**config.mk**
```make
export PLATFORM = sky130hd
export DESIGN_NAME = droop_ref_gen
export DESIGN_NICKNAME = d
export VERILOG_FILES = /design/src/rtl/droop_pkg.sv /design/src/rtl/droop_window_ctrl.sv /design/src/rtl/droop_averager.sv /design/src/rtl/droop_ref_calc.sv /design/src/rtl/droop_ref_gen.sv
export SDC_FILE = /design/constraint.sdc
export NUM_CORES = 1
export LEC_CHECK = 0
export BUFFER_PORTS_ARGS = -buffer_cell sky130_fd_sc_hd__buf_2
export CORE_MARGIN = 1.5
export CORE_UTILIZATION = 49
export CTS_CLUSTER_SIZE = 16
export DETAILED_ROUTE_END_ITERATION = 12
export PLACE_DENSITY = 0.69
export SETUP_SLACK_MARGIN = 0.5
export SLEW_MARGIN = 5
export SYNTH_ARGS = -nofsm -noshare
export SYNTH_HDL_FRONTEND = slang
export SYNTH_SLANG_ARGS = --single-unit
```
**constraint.sdc**
```tcl
create_clock -name clk -period 10.25 [get_ports clk]
set_input_delay 0.5125 -clock clk [delete_from_list [all_inputs] [get_ports clk]]
set_output_delay 0.5125 -clock clk [all_outputs]
set_load 0.02 [all_outputs]
```
**src/rtl/droop_pkg.sv**
```systemverilog
package droop_pkg;

  // Averaging speed codes; each step doubles the window length.
  typedef enum logic [1:0] {
    SPD_X1 = 2'd0,
    SPD_X2 = 2'd1,
    SPD_X4 = 2'd2,
    SPD_X8 = 2'd3
  } speed_e;

  // log2 of the number of samples in a window for a given speed code.
  function automatic int unsigned win_shift(input int unsigned base_log2,
                                            input logic [1:0] code);
    return base_log2 + 32'(code);
  endfunction

endpackage

```
**src/rtl/droop_window_ctrl.sv**
```systemverilog
module droop_window_ctrl
  import droop_pkg::*;
#(
  parameter int unsigned BASE_LOG2 = 2
) (
  input  logic       clk,
  input  logic       rst_n,
  input  logic       smp_vld,
  input  logic [1:0] spd_sel,
  output logic       win_last,
  output logic [1:0] eff_code
);

  localparam int unsigned CNT_W = BASE_LOG2 + 4;

  logic [CNT_W-1:0] cnt;
  logic [CNT_W-1:0] cnt_max;
  logic [1:0]       held_code;
  logic             win_open;

  // The code is live until the first sample of a window is taken.
  assign win_open = (cnt != '0);

  always_comb begin
    eff_code = win_open ? held_code : spd_sel;
    cnt_max  = CNT_W'((64'd1 << win_shift(BASE_LOG2, eff_code)) - 64'd1);
    win_last = smp_vld && (cnt == cnt_max);
  end

  always_ff @(posedge clk or negedge rst_n) begin
    if (!rst_n) begin
      cnt       <= '0;
      held_code <= SPD_X1;
    end else if (smp_vld) begin
      if (!win_open) held_code <= spd_sel;
      cnt <= win_last ? '0 : cnt + 1'b1;
    end
  end

  // the sample counter never passes the end of its window
  assert_cnt_in_window_R2: assert property (@(posedge clk) disable iff (!rst_n)
    cnt <= cnt_max);

  // once a window is open its length does not move until it closes
  assert_len_frozen_R9: assert property (@(posedge clk) disable iff (!rst_n)
    ((win_open || smp_vld) && !win_last) |=> (eff_code == $past(eff_code)));

  // an idle cycle leaves the window position untouched
  assert_idle_no_count_R10: assert property (@(posedge clk) disable iff (!rst_n)
    !smp_vld |=> (cnt == $past(cnt)));

endmodule

```
**src/rtl/droop_averager.sv**
```systemverilog
module droop_averager
  import droop_pkg::*;
#(
  parameter int unsigned CUR_W     = 12,
  parameter int unsigned BASE_LOG2 = 2
) (
  input  logic             clk,
  input  logic             rst_n,
  input  logic             smp_vld,
  input  logic [CUR_W-1:0] smp_i,
  input  logic             win_last,
  input  logic [1:0]       eff_code,
  output logic [CUR_W-1:0] avg_o
);

  localparam int unsigned ACC_W = CUR_W + BASE_LOG2 + 3;

  logic [ACC_W-1:0] acc;
  logic [ACC_W-1:0] sum_now;

  // Power-of-two window: the divide is a plain right shift (floor).
  function automatic logic [CUR_W-1:0] window_avg(input logic [ACC_W-1:0] sum,
                                                  input logic [1:0] code);
    return CUR_W'(sum >> win_shift(BASE_LOG2, code));
  endfunction

  assign sum_now = acc + ACC_W'(smp_i);
  assign avg_o   = window_avg(sum_now, eff_code);

  always_ff @(posedge clk or negedge rst_n) begin
    if (!rst_n) begin
      acc <= '0;
    end else if (smp_vld) begin
      acc <= win_last ? '0 : sum_now;
    end
  end

  // a new window starts from an empty accumulator
  assert_acc_cleared_R8: assert property (@(posedge clk) disable iff (!rst_n)
    win_last |=> (acc == '0));

  // samples without a strobe add nothing
  assert_idle_no_sum_R10: assert property (@(posedge clk) disable iff (!rst_n)
    !smp_vld |=> $stable(acc));

endmodule

```
**src/rtl/droop_ref_calc.sv**
```systemverilog
module droop_ref_calc #(
  parameter int unsigned SP_W       = 16,
  parameter int unsigned CUR_W      = 12,
  parameter int unsigned RES_W      = 8,
  parameter int unsigned PROD_SHIFT = 4
) (
  input  logic             clk,
  input  logic             rst_n,
  input  logic             win_last,
  input  logic [CUR_W-1:0] avg_i,
  input  logic [SP_W-1:0]  setpoint_i,
  input  logic [RES_W-1:0] res_i,
  output logic [SP_W-1:0]  ref_o,
  output logic             upd_o
);

  localparam int unsigned PROD_W = CUR_W + RES_W;
  localparam int unsigned CMP_W  = (PROD_W > SP_W) ? PROD_W : SP_W;

  // Setpoint minus scaled droop, saturating at zero.
  function automatic logic [SP_W-1:0] droop_ref(input logic [SP_W-1:0]  sp,
                                                input logic [CUR_W-1:0] avg,
                                                input logic [RES_W-1:0] res);
    logic [PROD_W-1:0] prod;
    logic [CMP_W-1:0]  drop;
    logic [CMP_W-1:0]  spx;
    prod = PROD_W'(avg) * PROD_W'(res);
    drop = CMP_W'(prod >> PROD_SHIFT);
    spx  = CMP_W'(sp);
    if (drop >= spx) return '0;
    return SP_W'(spx - drop);
  endfunction

  logic [SP_W-1:0] ref_next;
  assign ref_next = droop_ref(setpoint_i, avg_i, res_i);

  always_ff @(posedge clk or negedge rst_n) begin
    if (!rst_n) begin
      ref_o <= '0;
      upd_o <= 1'b0;
    end else begin
      upd_o <= win_last;
      if (win_last) ref_o <= ref_next;
    end
  end

  // an update never yields more than the setpoint (no wrap-around)
  assert_no_wrap_R6: assert property (@(posedge clk) disable iff (!rst_n)
    upd_o |-> (ref_o <= $past(setpoint_i)));

  // zero resistance passes the setpoint through
  assert_zero_res_R5: assert property (@(posedge clk) disable iff (!rst_n)
    (upd_o && ($past(res_i) == '0)) |-> (ref_o == $past(setpoint_i)));

  // reference holds between updates
  assert_hold_R7: assert property (@(posedge clk) disable iff (!rst_n)
    !upd_o |-> $stable(ref_o));

  // the update strobe is a single-cycle pulse
  assert_single_pulse_R7: assert property (@(posedge clk) disable iff (!rst_n)
    upd_o |=> !upd_o);

endmodule

```
**src/rtl/droop_ref_gen.sv**
```systemverilog
module droop_ref_gen #(
  parameter int unsigned SP_W       = 16,
  parameter int unsigned CUR_W      = 12,
  parameter int unsigned RES_W      = 8,
  parameter int unsigned BASE_LOG2  = 2,
  parameter int unsigned PROD_SHIFT = 4
) (
  input  logic             clk,
  input  logic             rst_n,
  input  logic [SP_W-1:0]  setpoint_i,
  input  logic [RES_W-1:0] droop_res_i,
  input  logic [1:0]       avg_speed_i,
  input  logic             cur_vld_i,
  input  logic [CUR_W-1:0] cur_smp_i,
  output logic [SP_W-1:0]  vref_o,
  output logic             vref_upd_o
);

  // Internal events brought out by name.
  logic             win_last;
  logic [1:0]       eff_code;
  logic [CUR_W-1:0] win_avg;

  droop_window_ctrl #(
    .BASE_LOG2 (BASE_LOG2)
  ) u_win (
    .clk      (clk),
    .rst_n    (rst_n),
    .smp_vld  (cur_vld_i),
    .spd_sel  (avg_speed_i),
    .win_last (win_last),
    .eff_code (eff_code)
  );

  droop_averager #(
    .CUR_W     (CUR_W),
    .BASE_LOG2 (BASE_LOG2)
  ) u_avg (
    .clk      (clk),
    .rst_n    (rst_n),
    .smp_vld  (cur_vld_i),
    .smp_i    (cur_smp_i),
    .win_last (win_last),
    .eff_code (eff_code),
    .avg_o    (win_avg)
  );

  droop_ref_calc #(
    .SP_W       (SP_W),
    .CUR_W      (CUR_W),
    .RES_W      (RES_W),
    .PROD_SHIFT (PROD_SHIFT)
  ) u_ref (
    .clk        (clk),
    .rst_n      (rst_n),
    .win_last   (win_last),
    .avg_i      (win_avg),
    .setpoint_i (setpoint_i),
    .res_i      (droop_res_i),
    .ref_o      (vref_o),
    .upd_o      (vref_upd_o)
  );

  // an update follows exactly the cycle that closed a window
  assert_upd_after_close_R2: assert property (@(posedge clk) disable iff (!rst_n)
    vref_upd_o |-> $past(cur_vld_i));

endmodule

```
==> impl_metrics.toml <==
[outcome]
status = "finished clean"

[detailed_routing]
post-route-drc-count = 0
vias = 5971
drt-vias-per-instance = 5.69
drtPass1Iterations = 5
ant_nets = 0
wire_per_inst_um = 16.4
wl_um = 17300
detail_route.iter0.violations = 316

[sta]
finalSetupViolCount = 0
fin_tns_setup_ps = 0
hold_viol_final = 0
finClkSkew_ps = 9.44
slew_violations = 0
rsz0062_at_grt = "no"
fin_crit_sh_pct = 89.1
relSlewSlack_pct = 25.9
tightest_slew_ps = 1100
min_period_ps = 9130
max_freq_mhz = 109

[critical_path]
cp_slowest_stage_delay_ps = 550
crit_type = "flip-flop to flip-flop"
critPathLaunchType = "flip-flop"
cp.required_ps = 10430
path_max_fanout = 15
cpMostUsedCell = "fa_1"
endpoint_kind = "flip-flop"
critPathSlowestCell = "fa_1"
crit_arrival_ps = 9310

[floorplan]
chipHeight_um = 122
num_io_pins = 58
dieWidth_um = 122
rows = 43
start_util_pct = 50.1
dieArea_um2 = 14900
core_area_um2 = 13800

[synthesis]
synth_area_leaders = "fa_1 18%, dfrtp_1 15%, ha_1 12%"
postSynthAreaPerCell_um2 = 8.43
synth-async-reset-ratio_pct = 100
synth_most_common_cell = "inv_1"
yosysWarnings = 0
syn_nets = 993
synthCells = 822
yosysTopAreaCell = "fa_1"
synth_common_cells = "112 x inv_1, 68 x ha_1, 66 x and2_1"
synthFlopType = "dfrtp_1"
ys_ff_latch = 42
ys_types = 73
synth_enable_flop_cells = 0
syn_area_um2 = 6930
ys_seq_area_share_pct = 15.2
synth_top_area_share_pct = 17.9

[final_layout]
multiInputGateArea_um2 = 5310
drive_above_1_share_pct = 11.1
layout.area.seq_um2 = 1050
nets = 1040
antenna_cells = 0
areaGrowthSynthToFinish_pct = 8.91
nFillCells = 1300

[clocking]
cts.path.max_buffers = 2
root_buffer = "clkbuf_16"
hold_buffers = 0
clk_pin_slew_ps = 60
cts_tree = "built"
cts_buffers = 5
h-tree-depth = 2
clock_latency_ps = 290
clock_sinks = 42

[place]
dp_hpwl_um = 13700
port_buffers = 57
place_congestion = 0.908

[global_route]
grt_max_degree = 43
antenna_found_initial = 0
grt_pass1_wl_um = 29200
overflow = 0
grt_pass1_vias = 6089
grtUsageTotal_pct = 24.4

[run]
cap_violations = 0

[hold_path]
hp-class = "input pin to async pin"
-- state kept, by name, summed over array words and instances (netlist names) --
signal           cells
u_win.held_code      2
u_ref.upd_o          1
u_ref.ref_o         16
u_win.cnt            6
u_avg.acc           17
-- metal layers --
layer / vias to the layer above / wire length [µm] / global-route usage (%)
met5: - / 0 / 0
met4: 0 / 250 / 5.44
met3: 16 / 806 / 3.89
met2: 161 / 8420 / 42.1
met1: 2875 / 7800 / 32.1
li1: 2919 / - / -
-- area by class of cell --
class / instances / area share, %
Multi-Input combinational cell: 639 / 70.4
Sequential cell: 42 / 13.9
Inverter: 112 / 5.57
Timing Repair Buffer: 69 / 5.14
Tap cell: 180 / 2.99
Clock buffer: 7 / 1.89
Clock inverter: 1 / 0.0663
-- cell families after synthesis --
family / count (synthesis) / synth area share (%)
multiplexers: 7 / 1.01
buffers and inverters: 141 / 8.20
AND/OR/NAND/NOR: 278 / 21.3
XOR/XNOR: 34 / 4.30
flip-flops: 42 / 15.2
AO/OA/AOI/OAI: 190 / 19.9
adder cells (fa/ha/maj): 130 / 30.2
-- cell usage in the layout, fill, tap and decap left out, types with 4 or more instances in the layout --
master     synthesis  final
inv_1            112    112
ha_1              68     68
and2_1            66     66
nand2_1           62     62
fa_1              62     62
buf_2              5     57
nor2_1            52     52
a21oi_1           44     44
dfrtp_1           42     42
o21ai_0           26     26
xnor2_1           19     19
nor3_1            18     18
nand4_1           16     16
a22o_1            16     16
nand3_1           15     15
xor2_1            15     15
a21o_1            13     13
o21a_1            11     11
buf_4              2     11
or3_1              9      9
and3_1             8      8
o2bb2ai_1          8      8
o211ai_1           7      7
o22ai_1            6      6
nor2b_1            6      6
mux2i_1            7      6
o21ai_1            5      5
nor3b_1            5      5
o21bai_1           5      5
clkbuf_16          0      5
o32ai_1            4      4
a41oi_1            4      4
o31ai_1            4      4
nor4_1             4      4
-- worst max-delay path, delay by kind of cell (launching register included) --
kind,cells,cell delay [ps]
buffers and inverters,5,410
muxes,1,380
adders and majority gates,8,3290
and+or+nand+nor,5,960
DFF,1,350
AOI/OAI and AO/OA,15,3470
xor gates and xnor gates,1,160
-- stage by stage --
stage	std cells	hold slack (ps)	cell area, µm²	utilization (%)	setup WS [ps]
floorplan	822	217	6930	-	1860
global route	1050	456	7540	54.6	612
global placement	1039	474	7360	53.2	775
finish	1050	372	7540	54.6	1120
detailed placement	1039	479	7360	53.2	512
CTS	1047	411	7500	54.3	701
-- final timing paths --
path                                                    end  slack [ps]  cells after the start                startpoint
worst min-delay path               u_avg.acc[1]$_DFFE_PN0P_         370                      1                     rst_n
worst max-delay path            u_ref.ref_o[15]$_DFFE_PN0P_        1120                     35  u_avg.acc[0]$_DFFE_PN0P_
min in group clk                   u_avg.acc[0]$_DFFE_PN0P_         500                      1  u_avg.acc[0]$_DFFE_PN0P_
worst min register to register     u_avg.acc[0]$_DFFE_PN0P_         500                      1  u_avg.acc[0]$_DFFE_PN0P_
worst max register to register  u_ref.ref_o[15]$_DFFE_PN0P_        1120                     35  u_avg.acc[0]$_DFFE_PN0P_
max in group asynchronous       u_ref.ref_o[14]$_DFFE_PN0P_        9270                      1                     rst_n
-- repair_timing --
item / CTS / global route
resized for setup: 0 / 2
setup endpoints to repair: 0 / 16
setup buffers: 0 / 3
Power is not shown: default switching activity piles up to over one toggle a cycle in this logic, so the estimate is an artifact.
